### config.mk
export PLATFORM = sky130hd
export DESIGN_NAME = shadow_counter
export DESIGN_NICKNAME = d
export VERILOG_FILES = /design/src/rtl/ssc_pkg.sv /design/src/rtl/ssc_window.sv /design/src/rtl/ssc_decide.sv /design/src/rtl/ssc_median.sv /design/src/rtl/ssc_tally.sv /design/src/rtl/shadow_counter.sv
export SDC_FILE = /design/constraint.sdc
export NUM_CORES = 1
export LEC_CHECK = 0
export BUFFER_PORTS_ARGS = -buffer_cell sky130_fd_sc_hd__buf_2
export CELL_PAD_IN_SITES_DETAIL_PLACEMENT = 0
export CELL_PAD_IN_SITES_GLOBAL_PLACEMENT = 1
export CORE_UTILIZATION = 38
export DETAILED_ROUTE_END_ITERATION = 12
export PLACE_DENSITY_LB_ADDON = 0.1
export SETUP_SLACK_MARGIN = 0.05
export SLEW_MARGIN = 20
export SYNTH_ARGS = -nofsm -noshare
export SYNTH_HDL_FRONTEND = slang
export SYNTH_SLANG_ARGS = --single-unit
### constraint.sdc
create_clock -name clk -period 3.6 [get_ports clk]
set_input_delay 0.54 -clock clk [delete_from_list [all_inputs] [get_ports clk]]
set_output_delay 0.54 -clock clk [all_outputs]
set_load 0.1 [all_outputs]
### src/rtl/ssc_pkg.sv
package ssc_pkg;

  typedef enum logic {
    PIX_BRIGHT = 1'b0,
    PIX_DARK   = 1'b1
  } pix_class_e;

  // majority of three decisions: the 3-tap median on one-bit values
  function automatic logic maj3(input logic a, input logic b, input logic c);
    return (a & b) | (a & c) | (b & c);
  endfunction

  // number of set bits among two strobed decisions
  function automatic logic [1:0] add_two(input logic va, input logic a,
                                         input logic vb, input logic b);
    return {1'b0, va & a} + {1'b0, vb & b};
  endfunction

endpackage

### src/rtl/ssc_window.sv
module ssc_window #(
  parameter int IDX_W     = 13,
  parameter int FIRST_IDX = 61,
  parameter int NUM_EFF   = 5000
) (
  input  logic             smp_valid,
  input  logic [IDX_W-1:0] smp_index,
  output logic             eff_hit,
  output logic             eff_first,
  output logic             eff_last
);

  localparam int LAST_IDX = FIRST_IDX + NUM_EFF - 1;

  logic [31:0] idx32;

  always_comb begin
    idx32     = 32'(smp_index);
    eff_hit   = smp_valid && (idx32 >= 32'(FIRST_IDX)) && (idx32 <= 32'(LAST_IDX));
    eff_first = smp_valid && (idx32 == 32'(FIRST_IDX));
    eff_last  = smp_valid && (idx32 == 32'(LAST_IDX));
  end

endmodule

### src/rtl/ssc_decide.sv
module ssc_decide #(
  parameter int              SAMPLE_W  = 14,
  parameter logic [SAMPLE_W-1:0] VALID_MAX = 14'h3FF0,
  parameter logic [SAMPLE_W-1:0] THR_RESET = 14'h0800
) (
  input  logic                clk,
  input  logic                rst_n,
  input  logic                thr_load,
  input  logic [SAMPLE_W-1:0] thr_value,
  input  logic [SAMPLE_W-1:0] smp_data,
  input  logic                eff_first,
  input  logic                prev_dark,
  output logic [SAMPLE_W-1:0] thr_q,
  output logic                impossible,
  output logic                raw_dark
);
  import ssc_pkg::*;

  always_ff @(posedge clk) begin
    if (!rst_n)        thr_q <= THR_RESET;
    else if (thr_load) thr_q <= thr_value;
  end

  always_comb begin
    impossible = smp_data > VALID_MAX;
    if (impossible)
      raw_dark = eff_first ? logic'(PIX_BRIGHT) : prev_dark;
    else
      raw_dark = (smp_data <= thr_q) ? logic'(PIX_DARK) : logic'(PIX_BRIGHT);
  end

endmodule

### src/rtl/ssc_median.sv
module ssc_median (
  input  logic clk,
  input  logic rst_n,
  input  logic eff_hit,
  input  logic eff_first,
  input  logic eff_last,
  input  logic raw_dark,
  output logic prev_dark,
  output logic ctr_valid,
  output logic ctr_dark,
  output logic tail_valid,
  output logic tail_dark
);
  import ssc_pkg::*;

  logic p_q, pp_q, p_was_first;

  always_ff @(posedge clk) begin
    if (!rst_n) begin
      p_q         <= 1'b0;
      pp_q        <= 1'b0;
      p_was_first <= 1'b0;
    end else if (eff_hit) begin
      pp_q        <= p_q;
      p_q         <= raw_dark;
      p_was_first <= eff_first;
    end
  end

  always_comb begin
    prev_dark  = p_q;
    // the pixel before the current one is released once its right neighbour is known
    ctr_valid  = eff_hit && !eff_first;
    ctr_dark   = p_was_first ? p_q : maj3(pp_q, p_q, raw_dark);
    // the last pixel is its own median (replicated edge)
    tail_valid = eff_hit && eff_last;
    tail_dark  = raw_dark;
  end

endmodule

### src/rtl/ssc_tally.sv
module ssc_tally #(
  parameter int CNT_W = 13
) (
  input  logic             clk,
  input  logic             rst_n,
  input  logic             eff_hit,
  input  logic             eff_first,
  input  logic             eff_last,
  input  logic             ctr_valid,
  input  logic             ctr_dark,
  input  logic             tail_valid,
  input  logic             tail_dark,
  output logic [CNT_W-1:0] bright_q,
  output logic [CNT_W-1:0] dark_q,
  output logic             done_q
);
  import ssc_pkg::*;

  logic [1:0] add_dark, add_bright;

  always_comb begin
    add_dark   = add_two(ctr_valid, ctr_dark, tail_valid, tail_dark);
    add_bright = add_two(ctr_valid, !ctr_dark, tail_valid, !tail_dark);
  end

  always_ff @(posedge clk) begin
    if (!rst_n) begin
      bright_q <= '0;
      dark_q   <= '0;
      done_q   <= 1'b0;
    end else begin
      done_q <= eff_hit && eff_last;
      if (eff_first) begin
        bright_q <= '0;
        dark_q   <= '0;
      end else if (eff_hit) begin
        bright_q <= bright_q + CNT_W'(add_bright);
        dark_q   <= dark_q + CNT_W'(add_dark);
      end
    end
  end

endmodule

### src/rtl/shadow_counter.sv
module shadow_counter #(
  parameter int              SAMPLE_W  = 14,
  parameter int              IDX_W     = 13,
  parameter int              FIRST_IDX = 61,
  parameter int              NUM_EFF   = 5000,
  parameter logic [SAMPLE_W-1:0] VALID_MAX = 14'h3FF0,
  parameter logic [SAMPLE_W-1:0] THR_RESET = 14'h0800,
  localparam int             CNT_W     = $clog2(NUM_EFF + 1)
) (
  input  logic                clk,
  input  logic                rst_n,
  input  logic                thr_load,
  input  logic [SAMPLE_W-1:0] thr_value,
  input  logic                smp_valid,
  input  logic [IDX_W-1:0]    smp_index,
  input  logic [SAMPLE_W-1:0] smp_data,
  output logic [CNT_W-1:0]    bright_count,
  output logic [CNT_W-1:0]    dark_count,
  output logic                line_done
);

  // named internal events, also observed by the checker
  logic                eff_hit, eff_first, eff_last;
  logic                impossible, raw_dark, prev_dark;
  logic                ctr_valid, ctr_dark, tail_valid, tail_dark;
  logic [SAMPLE_W-1:0] thr_q;

  ssc_window #(
    .IDX_W(IDX_W), .FIRST_IDX(FIRST_IDX), .NUM_EFF(NUM_EFF)
  ) u_window (
    .smp_valid(smp_valid), .smp_index(smp_index),
    .eff_hit(eff_hit), .eff_first(eff_first), .eff_last(eff_last)
  );

  ssc_decide #(
    .SAMPLE_W(SAMPLE_W), .VALID_MAX(VALID_MAX), .THR_RESET(THR_RESET)
  ) u_decide (
    .clk(clk), .rst_n(rst_n), .thr_load(thr_load), .thr_value(thr_value),
    .smp_data(smp_data), .eff_first(eff_first), .prev_dark(prev_dark),
    .thr_q(thr_q), .impossible(impossible), .raw_dark(raw_dark)
  );

  ssc_median u_median (
    .clk(clk), .rst_n(rst_n), .eff_hit(eff_hit), .eff_first(eff_first),
    .eff_last(eff_last), .raw_dark(raw_dark), .prev_dark(prev_dark),
    .ctr_valid(ctr_valid), .ctr_dark(ctr_dark),
    .tail_valid(tail_valid), .tail_dark(tail_dark)
  );

  ssc_tally #(.CNT_W(CNT_W)) u_tally (
    .clk(clk), .rst_n(rst_n), .eff_hit(eff_hit), .eff_first(eff_first),
    .eff_last(eff_last), .ctr_valid(ctr_valid), .ctr_dark(ctr_dark),
    .tail_valid(tail_valid), .tail_dark(tail_dark),
    .bright_q(bright_count), .dark_q(dark_count), .done_q(line_done)
  );

endmodule

Word level (Yosys, flattened, before mapping)
Index checks and enable logic that the tools add are counted.

Flip-flop bits (word level): 44. Bits of input ports: 45. Output and inout bits: 27. Logic and storage cells: 41.

$add $sub $neg: 4. Magnitude comparators: 4. Equality and inequality tests: 2. Muxes and demuxes: 4. Bitwise operators: 10. Reductions and logical operators: 10.

Operators with widths (count): adder 13 x 2 -> 13 bit (2); greater-than comparator 14 bit (second input constant) (1); <= comparator 14 bit (1); equality test 13 bit (second input constant) (1); equality test 13 x 6 -> 1 bit (second input constant) (1); >= comparator 13 x 6 -> 1 bit (second input constant) (1); <= comparator 13 bit (second input constant) (1); AND 1 bit (7); logical AND 1 bit (6); adder 1 x 1 -> 2 bit (2); 2-to-1 mux 1 bit (4); zero test 1 bit (3); OR 1 bit (2); OR reduction 2 bit (1); inverter 1 bit (1).

Longest topological paths before layout
Depth in word-level cells: 12. Gate-level depth with buffers: 14. Mapped depth without buffers: 14.

Modules after synthesis
From an unflattened synthesis, not the netlist that was laid out.

Cell total of the unflattened synthesis: 279. Area total of the unflattened synthesis: 2476.1 um^2.

By module, submodules not included: ssc_tally (times used 1, cells each 144, area each 1278.7 um^2, sequential area each 540.5 um^2); ssc_decide (times used 1, cells each 100, area each 938.4 um^2, sequential area each 280.3 um^2); ssc_median (times used 1, cells each 16, area each 148.9 um^2, sequential area each 60.1 um^2); ssc_window (times used 1, cells each 19, area each 110.1 um^2, sequential area each 0.0 um^2).

Least setup slack after synthesis
No wires, ideal clock.

Path kind: input to register. From: in smp_index[11]. To: reg u_tally.dark_q[6]. Library setup time: 71 ps. Arrival time: 3287 ps. Data required time: 3529 ps. Path slack: 243 ps. Stages on the path: 10. Path buffers: 0. Path through: or2_0 -> or4_1 -> or4_1 -> or3_1 -> nor3_1 -> fa_1 -> ha_1 -> nand2_1 -> or4_1 -> a21oi_1.

Cells in the longest elaborated chain, start to end: 11. Elaborated cells between the ends (all ways): 23. Classes of those cells: add/sub (2); order compare (2); eq/ne (2); mux (3); bitwise (6); reduce/logical (8).

RTL lines: from (decl) (line shadow_counter.sv:15) `input logic [IDX_W-1:0] smp_index,`; equality test 13 x 6 -> 1 bit (line ssc_window.sv:20) `eff_first = smp_valid && (idx32 == 32'(FIRST_IDX));`; logical AND 1 bit (line ssc_window.sv:20); 2-to-1 mux 1 bit (line ssc_decide.sv:27) `raw_dark = eff_first ? logic'(PIX_BRIGHT) : prev_dark;`; 2-to-1 mux 1 bit (line ssc_decide.sv:26) `if (impossible)`; AND 1 bit (line ssc_pkg.sv:10) `return (a & b) | (a & c) | (b & c);`; OR 1 bit (2 in a row) (line ssc_pkg.sv:10); 2-to-1 mux 1 bit (line ssc_median.sv:34) `ctr_dark = p_was_first ? p_q : maj3(pp_q, p_q, raw_dark);`; AND 1 bit (line ssc_pkg.sv:16) `return {1'b0, va & a} + {1'b0, vb & b};`; adder 1 x 1 -> 2 bit (line ssc_pkg.sv:16); adder 13 x 2 -> 13 bit (line ssc_tally.sv:38) `dark_q <= dark_q + CNT_W'(add_dark);`; to (signal assigned) (line ssc_tally.sv:38); to (decl) (line ssc_tally.sv:14) `output logic [CNT_W-1:0] dark_q,`.

Several ways; a longest one is shown, not always the timed one. A chain may end at the register's enable or synchronous reset.

Worst setup path in the final report
Ends and elaborated chain as after synthesis.

==> run metrics <==
status finished, final reports clean; total number of vias about 2200; total power ~0.0011 W; fin nets ~430; # Post-CTS Setup Buffers 0; fin crit share 94.0%; Reg-to-Reg End u_tally.dark_q[6]; post-route ant nets 0; Post-CTS Hold Buffers 0; num ports 72; WL met3 274 µm; cells after synthesis just under 300; worst setup margin 215 ps; Worst Path Arrival about 3600 ps; yosys warns 0; maxcap violations 0; RD Place Congestion around 0.76; Post-Synthesis Net Count 353; # resized after CTS 0; WL/cell around 13 µm; Setup crit start kind input pin; antenna violations before repair 0; Buf+Inv Stages, Crit Path 1; worst path cell trace buf_2 > or2_0 > or4_1 > or4_1 > or3_1 > nor3_1 > fa_1 > ha_1 > nand2_1 > or4_1 > a21oi_1; Crit path required time about 3800 ps; DR DRC count 0; FF-to-FF path depth 13; Layout Skew 7.95 ps; hold_sp thr_value[13]; final wirelength 5.59 mm; root buffer cell clkbuf_8; synth top area cells dfxtp_1 36%, ha_1 8.2%, nor2_1 6.7%; n_diodes 0; Met2 Wirelength between 2 and 2.5 mm; top cell type's share of synthesized area about 36%; design area roughly 3000 µm²; Reg2Reg Setup Slack around 540 ps; die span in y approximately 80 µm; RSZ-0062 raised after global routing no; async set-reset flop share out of synthesis 0%; LEAKAGE 1.30 nW; PD cells about 360 nW/µm²; H-tree depth 2; final setup violation count 0; maximum buffer depth of the clock tree 2; clk_lat worst skew approximately 300 ps; Util after Layout between 40% and 50%; Area Overhead vs Synth 23.2%; syn_area_per_cell 8.44 µm²; peak supply drop ~0.18 mV; number of hold violations in the final report 0; vias in the first global route 2057; CP max stage cell or4_1; PortBufs 71; vias per std cell ~5; Core Area 6060 µm²; Crit. End Element flip-flop; fraction of layout cells with a size suffix above 1 between 20% and 30%; CP Class in -> reg; clock slew at reported path FFs approximately 90 ps; Die ar. 6770 µm²; crit-path max cell delay 510 ps; Top delay family on crit path simple AND/OR/NAND/NOR gates; max-slew violation count 0; Tightest Pin Transition 532 ps; worst hold path type in -> reg; register area share after synthesis between 30% and 40%; Yosys cell types 39; largest net degree at the start of global routing 23; DRT Pass-1 Iters 4; f_max 0.295 GHz; critical path peak fanout 6; CP dominant cell by count or4_1; worst hold path depth 3; Place WS -66.3 ps; Die W about 80 µm; dpl cell area 2890 µm²; global route overflow 0; initial core utilization between 40% and 50%; TNS Setup 0 ps; Synth Register Bits 44; Post-synth EDFFs 0; post-DP HPWL around 4.2 mm; wire length on met1 between 2 and 3 mm; first-pass GRT wire length 9.03 mm; area leader, netlist dfxtp_1; WHS Endpoint u_decide.thr_q[13]; CTS Buf Count 5; top_reg_cell synth dfxtp_1; GRT Total Usage 17.5%; headroom to the max-slew limit 64.3%; Iter 0 DRT Violations 55; Cell Rows 28; top routing layer used met4; fin crit period between 3000 and 4000 ps; clk sinks 44; cell area after synthesis roughly 2400 µm²; Reg-to-Reg Start u_decide.thr_q[5]; CTS tree yes
[sequential cells by signal, summed over array words and instances (netlist names)]
name and count:
u_median.p_was_first 1, u_tally.done_q 1, u_tally.bright_q 13, u_median.prev_dark 1
u_tally.dark_q 13, u_decide.thr_q 14, u_median.pp_q 1
[how the worst max path moves through the flow]
stage,slack [ps],from,to,depth (start not counted)
3_3_place_gp,30,smp_index[11],u_tally.dark_q[6],11
3_5_place_dp,-70,smp_index[11],u_tally.dark_q[6],11
5_1_grt,80,smp_index[11],u_tally.dark_q[6],11
4_1_cts,230,smp_index[11],u_tally.dark_q[6],11
2_1_floorplan,240,smp_index[11],u_tally.dark_q[6],10
6_report,210,smp_index[11],u_tally.dark_q[6],11
[placed cells by master, fill, tap and decap left out, types with 4 or more instances in the layout]
| cell | n |
|---|---|
| buf_2 | 71 |
| nor2_1 | 44 |
| dfxtp_1 | 44 |
| nand2_1 | 24 |
| inv_1 | 19 |
| xnor2_1 | 18 |
| mux2i_1 | 16 |
| ha_1 | 16 |
| a21oi_1 | 13 |
| nor4_1 | 10 |
| nand3_1 | 10 |
| nor4b_1 | 9 |
| nand4_1 | 8 |
| nor3_1 | 6 |
| clkbuf_8 | 5 |
| buf_4 | 4 |
[metrics by stage]
step	hold slack [ps]	cells
2_1_floorplan	459	290
3_3_place_gp	475	430
3_5_place_dp	481	430
4_1_cts	465	437
5_1_grt	472	437
6_report	473	437
[per-layer routing]
metal / track usage, % / vias to the layer above
met4: 5.44 / 0
met3: 4.18 / 11
li1: - / 1164
met1: 21.1 / 1006
met2: 30.5 / 52
met5: 0 / -
[cell usage after synthesis (6+ instances only)]
library cell / instances
dfxtp_1: 44
nor2_1: 44
nand2_1: 24
inv_1: 19
xnor2_1: 18
ha_1: 16
mux2i_1: 16
a21oi_1: 13
nand3_1: 10
nor4_1: 10
clkbuf_1: 9
nor4b_1: 9
nand4_1: 8
nor3_1: 6
[final cells by class]
class / instances / area [µm²]
timing repair buffer: 75 / 385
tap: 75 / 93.8
clock inverter: 2 / 60.1
inverter: 20 / 75.1
multi-input combinational: 216 / 1450
clock buffer: 5 / 68.8
sequential: 44 / 881
fill: 633 / 3040
[tightest hold or removal path: cells and delay by family]
kind / cells / cell delay (ps)
simple gates: 1 / 70
buf+inv: 1 / 80
mux: 1 / 60
[cells by family (layout without fill, tap and decap cells)]
group	after synthesis	count (layout)	synth area share, %
muxes	17	17	7.00
DFF	44	44	36.0
and+or+nand+nor	132	132	27.6
buffers and inverters	30	102	4.65
AOI/OAI and AO/OA	31	31	8.53
adders and majority gates	18	18	9.81
xor gates and xnor gates	18	18	6.44
[report_power, final]
part / switching (W) / internal, W
sequential: 0.00000697 / 0.000498
clock: 0.000175 / 0.000273
combinational: 0.0000842 / 0.0000594
total: 0.000267 / 0.000831
Power figures use the tool's default switching activity.
